$ cat config.mk
export PLATFORM = sky130hd
export DESIGN_NAME = counting_scoreboard
export DESIGN_NICKNAME = d
export VERILOG_FILES = /design/src/rtl/sb_pkg.sv /design/src/rtl/sb_timebase.sv /design/src/rtl/sb_dec.sv /design/src/rtl/sb_slot.sv /design/src/rtl/counting_scoreboard.sv
export SDC_FILE = /design/constraint.sdc
export NUM_CORES = 2
export LEC_CHECK = 0
export BUFFER_PORTS_ARGS = -buffer_cell sky130_fd_sc_hd__buf_2
export CELL_PAD_IN_SITES_DETAIL_PLACEMENT = 1
export CELL_PAD_IN_SITES_GLOBAL_PLACEMENT = 1
export CORE_MARGIN = 4
export CORE_UTILIZATION = 27
export CTS_CLUSTER_DIAMETER = 100
export DETAILED_ROUTE_END_ITERATION = 10
export GPL_ROUTABILITY_DRIVEN = 0
export PLACE_DENSITY = 0.5
export SLEW_MARGIN = 20
export SYNTH_ARGS = -nofsm -noshare
export SYNTH_HDL_FRONTEND = slang
export SYNTH_HIERARCHICAL = 1
export SYNTH_SLANG_ARGS = --single-unit
$ cat constraint.sdc
create_clock -name clk_i -period 4.4 [get_ports clk_i]
set_input_delay 0.66 -clock clk_i [delete_from_list [all_inputs] [get_ports clk_i]]
set_output_delay 0.66 -clock clk_i [all_outputs]
set_load 0.02 [all_outputs]
$ cat src/rtl/sb_pkg.sv
package sb_pkg;
  localparam int unsigned SB_NUM_INT = 32;
  localparam int unsigned SB_NUM_FP  = 32;
  localparam int unsigned SB_CNT_W   = 3;
  localparam int unsigned SB_TIME_W  = 8;
  localparam int unsigned SB_LAT_W   = 4;

  function automatic int unsigned sb_max(input int unsigned a, input int unsigned b);
    return (a > b) ? a : b;
  endfunction
endpackage

$ cat src/rtl/sb_timebase.sv
module sb_timebase #(
  parameter int unsigned TIME_W = 8
) (
  input  logic              clk_i,
  input  logic              rst_ni,
  output logic [TIME_W-1:0] time_o
);
  logic [TIME_W-1:0] time_q;

  always_ff @(posedge clk_i or negedge rst_ni) begin
    if (!rst_ni) time_q <= '0;
    else         time_q <= time_q + TIME_W'(1);
  end

  assign time_o = time_q;


  time_step_chk: assert property (@(posedge clk_i) disable iff (!rst_ni)
    1'b1 |=> time_o == $past(time_o) + TIME_W'(1));
endmodule

$ cat src/rtl/sb_dec.sv
module sb_dec #(
  parameter int unsigned NUM_INT   = 32,
  parameter int unsigned NUM_FP    = 32,
  parameter int unsigned IDX_W     = 5,
  parameter int unsigned NUM_SLOTS = NUM_INT + NUM_FP
) (
  input  logic                 vld_i,
  input  logic                 fp_i,
  input  logic [IDX_W-1:0]     idx_i,
  output logic [NUM_SLOTS-1:0] hot_o
);
  for (genvar g = 0; g < NUM_SLOTS; g++) begin : g_slot
    localparam bit          IS_FP = (g >= NUM_INT);
    localparam int unsigned LOC   = IS_FP ? (g - NUM_INT) : g;
    assign hot_o[g] = vld_i && (fp_i == IS_FP) && (idx_i == IDX_W'(LOC));
  end
endmodule

$ cat src/rtl/sb_slot.sv
module sb_slot #(
  parameter int unsigned CNT_W  = 3,
  parameter int unsigned TIME_W = 8
) (
  input  logic              clk_i,
  input  logic              rst_ni,
  input  logic              flush_i,
  input  logic              inc_i,
  input  logic              dec_a_i,
  input  logic              dec_b_i,
  input  logic [TIME_W-1:0] ready_i,
  output logic [CNT_W-1:0]  cnt_o,
  output logic [TIME_W-1:0] ready_o,
  output logic              ovf_o,
  output logic              unf_o
);
  localparam logic [CNT_W:0]   CNT_LIM  = {1'b0, {CNT_W{1'b1}}};
  localparam logic [CNT_W-1:0] CNT_MAXV = '1;

  logic [CNT_W-1:0]  cnt_q, cnt_d;
  logic [TIME_W-1:0] ready_q;
  logic [CNT_W:0]    sum, dec, diff;
  logic              ovf, unf;

  always_comb begin
    sum  = {1'b0, cnt_q} + (CNT_W+1)'(inc_i);
    dec  = (CNT_W+1)'(dec_a_i) + (CNT_W+1)'(dec_b_i);
    diff = sum - dec;
    ovf  = 1'b0;
    unf  = 1'b0;
    if (sum < dec) begin
      unf   = 1'b1;
      cnt_d = '0;
    end else if (diff > CNT_LIM) begin
      ovf   = 1'b1;
      cnt_d = CNT_MAXV;
    end else begin
      cnt_d = diff[CNT_W-1:0];
    end
  end

  always_ff @(posedge clk_i or negedge rst_ni) begin
    if (!rst_ni) begin
      cnt_q   <= '0;
      ready_q <= '0;
    end else if (flush_i) begin
      cnt_q   <= '0;
    end else begin
      cnt_q <= cnt_d;
      if (inc_i) ready_q <= ready_i;
    end
  end

  assign cnt_o   = cnt_q;
  assign ready_o = ready_q;
  assign ovf_o   = ovf && !flush_i;
  assign unf_o   = unf && !flush_i;


  slot_inc_chk: assert property (@(posedge clk_i) disable iff (!rst_ni)
    inc_i && !dec_a_i && !dec_b_i && !flush_i && cnt_q != CNT_MAXV
    |=> cnt_q == $past(cnt_q) + CNT_W'(1));

  slot_balance_chk: assert property (@(posedge clk_i) disable iff (!rst_ni)
    inc_i && (dec_a_i ^ dec_b_i) && !flush_i |=> cnt_q == $past(cnt_q));

  slot_sat_chk: assert property (@(posedge clk_i) disable iff (!rst_ni)
    inc_i && !dec_a_i && !dec_b_i && !flush_i && cnt_q == CNT_MAXV |=> cnt_q == CNT_MAXV);

  slot_floor_chk: assert property (@(posedge clk_i) disable iff (!rst_ni)
    !inc_i && (dec_a_i || dec_b_i) && !flush_i && cnt_q == '0 |=> cnt_q == '0);

  slot_flush_chk: assert property (@(posedge clk_i) disable iff (!rst_ni)
    flush_i |=> cnt_q == '0);
endmodule

$ cat src/rtl/counting_scoreboard.sv
module counting_scoreboard
  import sb_pkg::*;
#(
  parameter int unsigned NUM_INT = SB_NUM_INT,
  parameter int unsigned NUM_FP  = SB_NUM_FP,
  parameter int unsigned CNT_W   = SB_CNT_W,
  parameter int unsigned TIME_W  = SB_TIME_W,
  parameter int unsigned LAT_W   = SB_LAT_W,
  parameter int unsigned IDX_W   = $clog2(sb_max(NUM_INT, NUM_FP))
) (
  input  logic              clk_i,
  input  logic              rst_ni,
  input  logic              flush_i,
  input  logic              src0_vld_i,
  input  logic              src0_fp_i,
  input  logic [IDX_W-1:0]  src0_idx_i,
  input  logic              src1_vld_i,
  input  logic              src1_fp_i,
  input  logic [IDX_W-1:0]  src1_idx_i,
  input  logic              dst_vld_i,
  input  logic              dst_fp_i,
  input  logic [IDX_W-1:0]  dst_idx_i,
  input  logic [LAT_W-1:0]  lat_i,
  input  logic              issue_req_i,
  output logic              can_issue_o,
  input  logic              cmt_vld_i,
  input  logic              cmt_fp_i,
  input  logic [IDX_W-1:0]  cmt_idx_i,
  input  logic              mcmt_vld_i,
  input  logic              mcmt_fp_i,
  input  logic [IDX_W-1:0]  mcmt_idx_i,
  input  logic              qry_fp_i,
  input  logic [IDX_W-1:0]  qry_idx_i,
  output logic [CNT_W-1:0]  qry_cnt_o,
  output logic [TIME_W-1:0] qry_ready_o,
  output logic [TIME_W-1:0] time_o,
  output logic              err_o
);
  localparam int unsigned NUM_SLOTS = NUM_INT + NUM_FP;

  logic [NUM_SLOTS-1:0]       src0_hot, src1_hot, dst_hot, cmt_hot, mcmt_hot, qry_hot;
  logic [NUM_SLOTS-1:0]       busy, inc, ovf, unf;
  logic [CNT_W-1:0]           cnt_w   [NUM_SLOTS];
  logic [TIME_W-1:0]          ready_w [NUM_SLOTS];
  logic [NUM_SLOTS*CNT_W-1:0] cnt_flat;
  logic [TIME_W-1:0]          now, ready_in;
  logic                       fire, err_q;

  sb_timebase #(.TIME_W(TIME_W)) i_timebase (
    .clk_i (clk_i),
    .rst_ni(rst_ni),
    .time_o(now)
  );

  sb_dec #(.NUM_INT(NUM_INT), .NUM_FP(NUM_FP), .IDX_W(IDX_W)) i_dec_src0 (
    .vld_i(src0_vld_i), .fp_i(src0_fp_i), .idx_i(src0_idx_i), .hot_o(src0_hot));
  sb_dec #(.NUM_INT(NUM_INT), .NUM_FP(NUM_FP), .IDX_W(IDX_W)) i_dec_src1 (
    .vld_i(src1_vld_i), .fp_i(src1_fp_i), .idx_i(src1_idx_i), .hot_o(src1_hot));
  sb_dec #(.NUM_INT(NUM_INT), .NUM_FP(NUM_FP), .IDX_W(IDX_W)) i_dec_dst (
    .vld_i(dst_vld_i), .fp_i(dst_fp_i), .idx_i(dst_idx_i), .hot_o(dst_hot));
  sb_dec #(.NUM_INT(NUM_INT), .NUM_FP(NUM_FP), .IDX_W(IDX_W)) i_dec_cmt (
    .vld_i(cmt_vld_i), .fp_i(cmt_fp_i), .idx_i(cmt_idx_i), .hot_o(cmt_hot));
  sb_dec #(.NUM_INT(NUM_INT), .NUM_FP(NUM_FP), .IDX_W(IDX_W)) i_dec_mcmt (
    .vld_i(mcmt_vld_i), .fp_i(mcmt_fp_i), .idx_i(mcmt_idx_i), .hot_o(mcmt_hot));
  sb_dec #(.NUM_INT(NUM_INT), .NUM_FP(NUM_FP), .IDX_W(IDX_W)) i_dec_qry (
    .vld_i(1'b1), .fp_i(qry_fp_i), .idx_i(qry_idx_i), .hot_o(qry_hot));

  // sources are judged on registered counts only; same-cycle release does not unblock
  assign can_issue_o = !(|(src0_hot & busy)) && !(|(src1_hot & busy));
  assign fire        = issue_req_i && can_issue_o;
  assign inc         = dst_hot & {NUM_SLOTS{fire}};
  assign ready_in    = now + TIME_W'(lat_i);

  for (genvar g = 0; g < NUM_SLOTS; g++) begin : g_slot
    sb_slot #(.CNT_W(CNT_W), .TIME_W(TIME_W)) i_slot (
      .clk_i  (clk_i),
      .rst_ni (rst_ni),
      .flush_i(flush_i),
      .inc_i  (inc[g]),
      .dec_a_i(cmt_hot[g]),
      .dec_b_i(mcmt_hot[g]),
      .ready_i(ready_in),
      .cnt_o  (cnt_w[g]),
      .ready_o(ready_w[g]),
      .ovf_o  (ovf[g]),
      .unf_o  (unf[g])
    );
    assign busy[g] = |cnt_w[g];
    assign cnt_flat[g*CNT_W +: CNT_W] = cnt_w[g];
  end

  always_comb begin
    qry_cnt_o   = '0;
    qry_ready_o = '0;
    for (int s = 0; s < NUM_SLOTS; s++) begin
      if (qry_hot[s]) begin
        qry_cnt_o   = qry_cnt_o | cnt_w[s];
        qry_ready_o = qry_ready_o | ready_w[s];
      end
    end
  end

  always_ff @(posedge clk_i or negedge rst_ni) begin
    if (!rst_ni)                err_q <= 1'b0;
    else if (flush_i)           err_q <= 1'b0;
    else if (|(ovf | unf))      err_q <= 1'b1;
  end

  assign err_o  = err_q;
  assign time_o = now;


  no_fire_hold_chk: assert property (@(posedge clk_i) disable iff (!rst_ni)
    !can_issue_o && !cmt_vld_i && !mcmt_vld_i && !flush_i |=> $stable(cnt_flat));

  err_sticky_chk: assert property (@(posedge clk_i) disable iff (!rst_ni)
    err_o && !flush_i |=> err_o);
endmodule

==> results.sh <==
export IMPL_outcome="complete, but fails checks"
export IMPL_violations="negative setup slack"
export IMPL_relSlewSlack_pct=19.7
export IMPL_skew_ps=55.8
export IMPL_syn_avg_cell_area_um2=10.6
export IMPL_vias=49000
export IMPL_r2r_cells=20
export IMPL_rsz0062_at_grt="yes"
export IMPL_fin_nets=6641
export IMPL_seq_area_frac_synth_pct=37.1
export IMPL_hold_class="in2reg"
export IMPL_synthCells=4554
export IMPL_instances_no_fill=8631
export IMPL_power_density_nw_per_um2=312
export IMPL_dpl_cell_area_um2=64500
export IMPL_synth_largest_area_cell="dfrtp_1"
export IMPL_r2r_end="err_o"
export IMPL_max_cap_viol_count=0
export IMPL_wl_per_cell_um=32.9
export IMPL_finalSetupViolations=43
export IMPL_p_leak_nw=32.9
export IMPL_place_hpwl_um=218000
export IMPL_drtPass1Iterations=7
export IMPL_cp_endpoint="err_o"
export IMPL_synthTopCellsByArea="dfrtp_1, ha_1, mux2_2, mux2_1, nor2_1"
export IMPL_antenna_found_initial=37
export IMPL_post_route_util_pct=41.6
export IMPL_die_h_um=430
export IMPL_drc=0
export IMPL_cp_slowest_cell="nand4_1"
export IMPL_syn2layout_area_growth_pct=52.6
export IMPL_h_tree_depth=3
export IMPL_path_max_fanout=8
export IMPL_layout_commonest_cell="buf_4"
export IMPL_start_util_pct=27.3
export IMPL_synth_edf_count=0
export IMPL_synth_distinct_cells=47
export IMPL_dieWidth_um=430
export IMPL_criticalPathCategory="in2reg"
export IMPL_grt_pass1_vias=50500
export IMPL_cts_sinks=713
export IMPL_yosysWarnings=6
export IMPL_syn_area_um2=48100
export IMPL_clk_pin_slew_ps=50
export IMPL_crit_arrival_ps=6320
export IMPL_start_kind="input pin"
export IMPL_core_area_um2=177000
export IMPL_ys_flop_type="dfrtp_1"
export IMPL_dp_cells=8284
export IMPL_finalHoldViolations=0
export IMPL_overflow=0
export IMPL_wirelength_um=284000
export IMPL_critPathCaptureType="register"
export IMPL_async_reset_ff_share_pct=100
export IMPL_worstMarginPinSlew_ps=1200
export IMPL_clk_path_buf_depth=3
export IMPL_layout_common_cells="buf_4, dfrtp_1, nor2_1"
export IMPL_clock_latency_ps=770
export IMPL_timing_final_crit_share_pct=130
export IMPL_p_total_mw=22.9
export IMPL_groute_usage_overall_pct=29.4
export IMPL_synthDominantCellAreaShare_pct=37.1
export IMPL_crit_top_cell="buf_4"
export IMPL_fp_dieArea_um2=185000
export IMPL_peakVddDrop_v=0.000271
export IMPL_num_rows=154
export IMPL_clock_fmax_ghz=0.175
export IMPL_crit_required_ps=5000
export IMPL_io_buffers=69
export IMPL_r2r_start="g_slot[25].i_slot/cnt_o[1]"
export IMPL_worst_path_stages=25
export IMPL_crit_buf_inv=8
export IMPL_path_delay_family="simple AND/OR/NAND/NOR gates"
export IMPL_finalCriticalPeriod_ps=5720
export IMPL_ios=70
export IMPL_antenna_left=0
export IMPL_cts_root_buf="clkbuf_16"
export IMPL_critPathMaxStageDelay_ps=630
export IMPL_postLayoutCellArea_um2=73500
export IMPL_cts_made_buffers=93
export IMPL_viasPerCell=5.67
export IMPL_grt_pass1_wl_um=387000
export IMPL_ff2ff_setup_slack_ps=-1270
export IMPL_slew_viol_final=0
export IMPL_drive_above_1_share_pct=49.9
export IMPL_setup_slack_ps=-1320
export IMPL_drt_iter0_markers=4542
export IMPL_grt_max_degree=152
export IMPL_crit_start="src1_idx_i[3]"
export IMPL_cts_tree="built"
export IMPL_yosys_register_bits=713
==> logic make-up after synthesis <==
group	share of synthesized area, %
and+or+nand+nor	18.3
AOI/OAI and AO/OA	14.4
DFF	37.1
buffers and inverters	5.78
muxes	12.0
adders and majority gates	11.1
xor gates and xnor gates	1.38
other	0.00779
==> per-layer routing <==
metal	wire [µm]	vias to the layer above	track usage, %
met1	114000	25500	36.4
met3	21100	808	6.22
met2	126000	2055	46.3
met5	57	-	0
met4	22400	10	19.0
li1	-	20600	-
==> worst min-delay path by stage <==
stage | start | endpoint | slack (ps) | cells after the start
floorplan | rst_ni | err_o | 360 | 0
global placement | g_slot[56].i_slot/ready_o[1] | g_slot[56].i_slot/ready_o[1] | 470 | 1
detailed placement | g_slot[30].i_slot/ready_o[2] | g_slot[30].i_slot/ready_o[2] | 480 | 1
CTS | flush_i | g_slot[51].i_slot/cnt_o[2] | 320 | 2
global route | flush_i | g_slot[51].i_slot/cnt_o[2] | 360 | 2
finish | flush_i | g_slot[51].i_slot/cnt_o[2] | 340 | 2
==> synth_stat cells (24+ instances only) <==
library cell / n
a2111oi_2: 64
clkbuf_1: 192
nand4bb_1: 36
a21oi_1: 65
o32ai_1: 30
xor2_1: 68
nand4b_1: 24
dfrtp_1: 713
and3_4: 64
nor4_2: 50
mux2_1: 192
nor2_1: 515
nand2_1: 70
a31oi_1: 128
buf_6: 69
fa_1: 65
or3_1: 64
mux2_2: 320
ha_1: 325
a22o_1: 166
nand4_1: 145
or4_4: 70
o31ai_1: 196
a221oi_1: 166
inv_1: 325
nor2b_1: 130
nor4_1: 181
==> metrics by stage <==
stage / setup WS, ps / hold WS [ps] / TNS (ps)
floorplan: -45.9 / 364 / -45.9
global placement: -2870 / 467 / -248270
detailed placement: -2840 / 476 / -244150
global route: -1380 / 359 / -8930
CTS: -1060 / 318 / -2010
finish: -1320 / 342 / -4880
==> timing repair <==
action,CTS,global route
endpoints found under the hold margin,23,0
endpoints found under the setup margin,193,176
resized for setup,264,468
pin swaps,112,198
hold buffers,1,0
cloned,2,2
buffers inserted,66,94
==> report_power, final <==
group	leakage, nW	switching [mW]	internal (mW)	total, mW
clock	1.47	3.34	4.39	7.73
combinational	21.6	3.87	3.39	7.26
sequential	9.78	0.862	7.08	7.95
total	32.9	8.07	14.9	22.9
==> sequential cells by signal (all words and copies together) (netlist names) <==
| name | count |
|---|---|
| err_o | 1 |
| g_slot.i_slot/cnt_o | 192 |
| g_slot.i_slot/ready_o | 512 |
| i_timebase/time_o | 8 |
==> area by class of cell <==
class	instances	area [µm²]
clock buffer	139	2710
tap	2340	2930
inverter	325	1220
timing repair buffer	1824	15500
sequential	713	17900
clock inverter	23	322
fill	19200	103000
multi-input combinational	3245	32900
antenna	22	55.1
==> worst reg2reg max path, stage by stage, from the launching register on <==
cell	delay (ps)
dfrtp_1	490
o31ai_1	510
nand4_1	180
nor4_1	280
nand4_1	150
buf_6	170
buf_12	150
buf_8	140
buf_4	140
nor4_4	230
ha_2	260
ha_4	210
ha_1	280
nor2b_2	180
o31ai_4	300
a21oi_2	110
nor4_2	310
nand4_1	630
nor4_4	550
buf_4	170
a41oi_2	80
(Power assumes the default switching activity.)
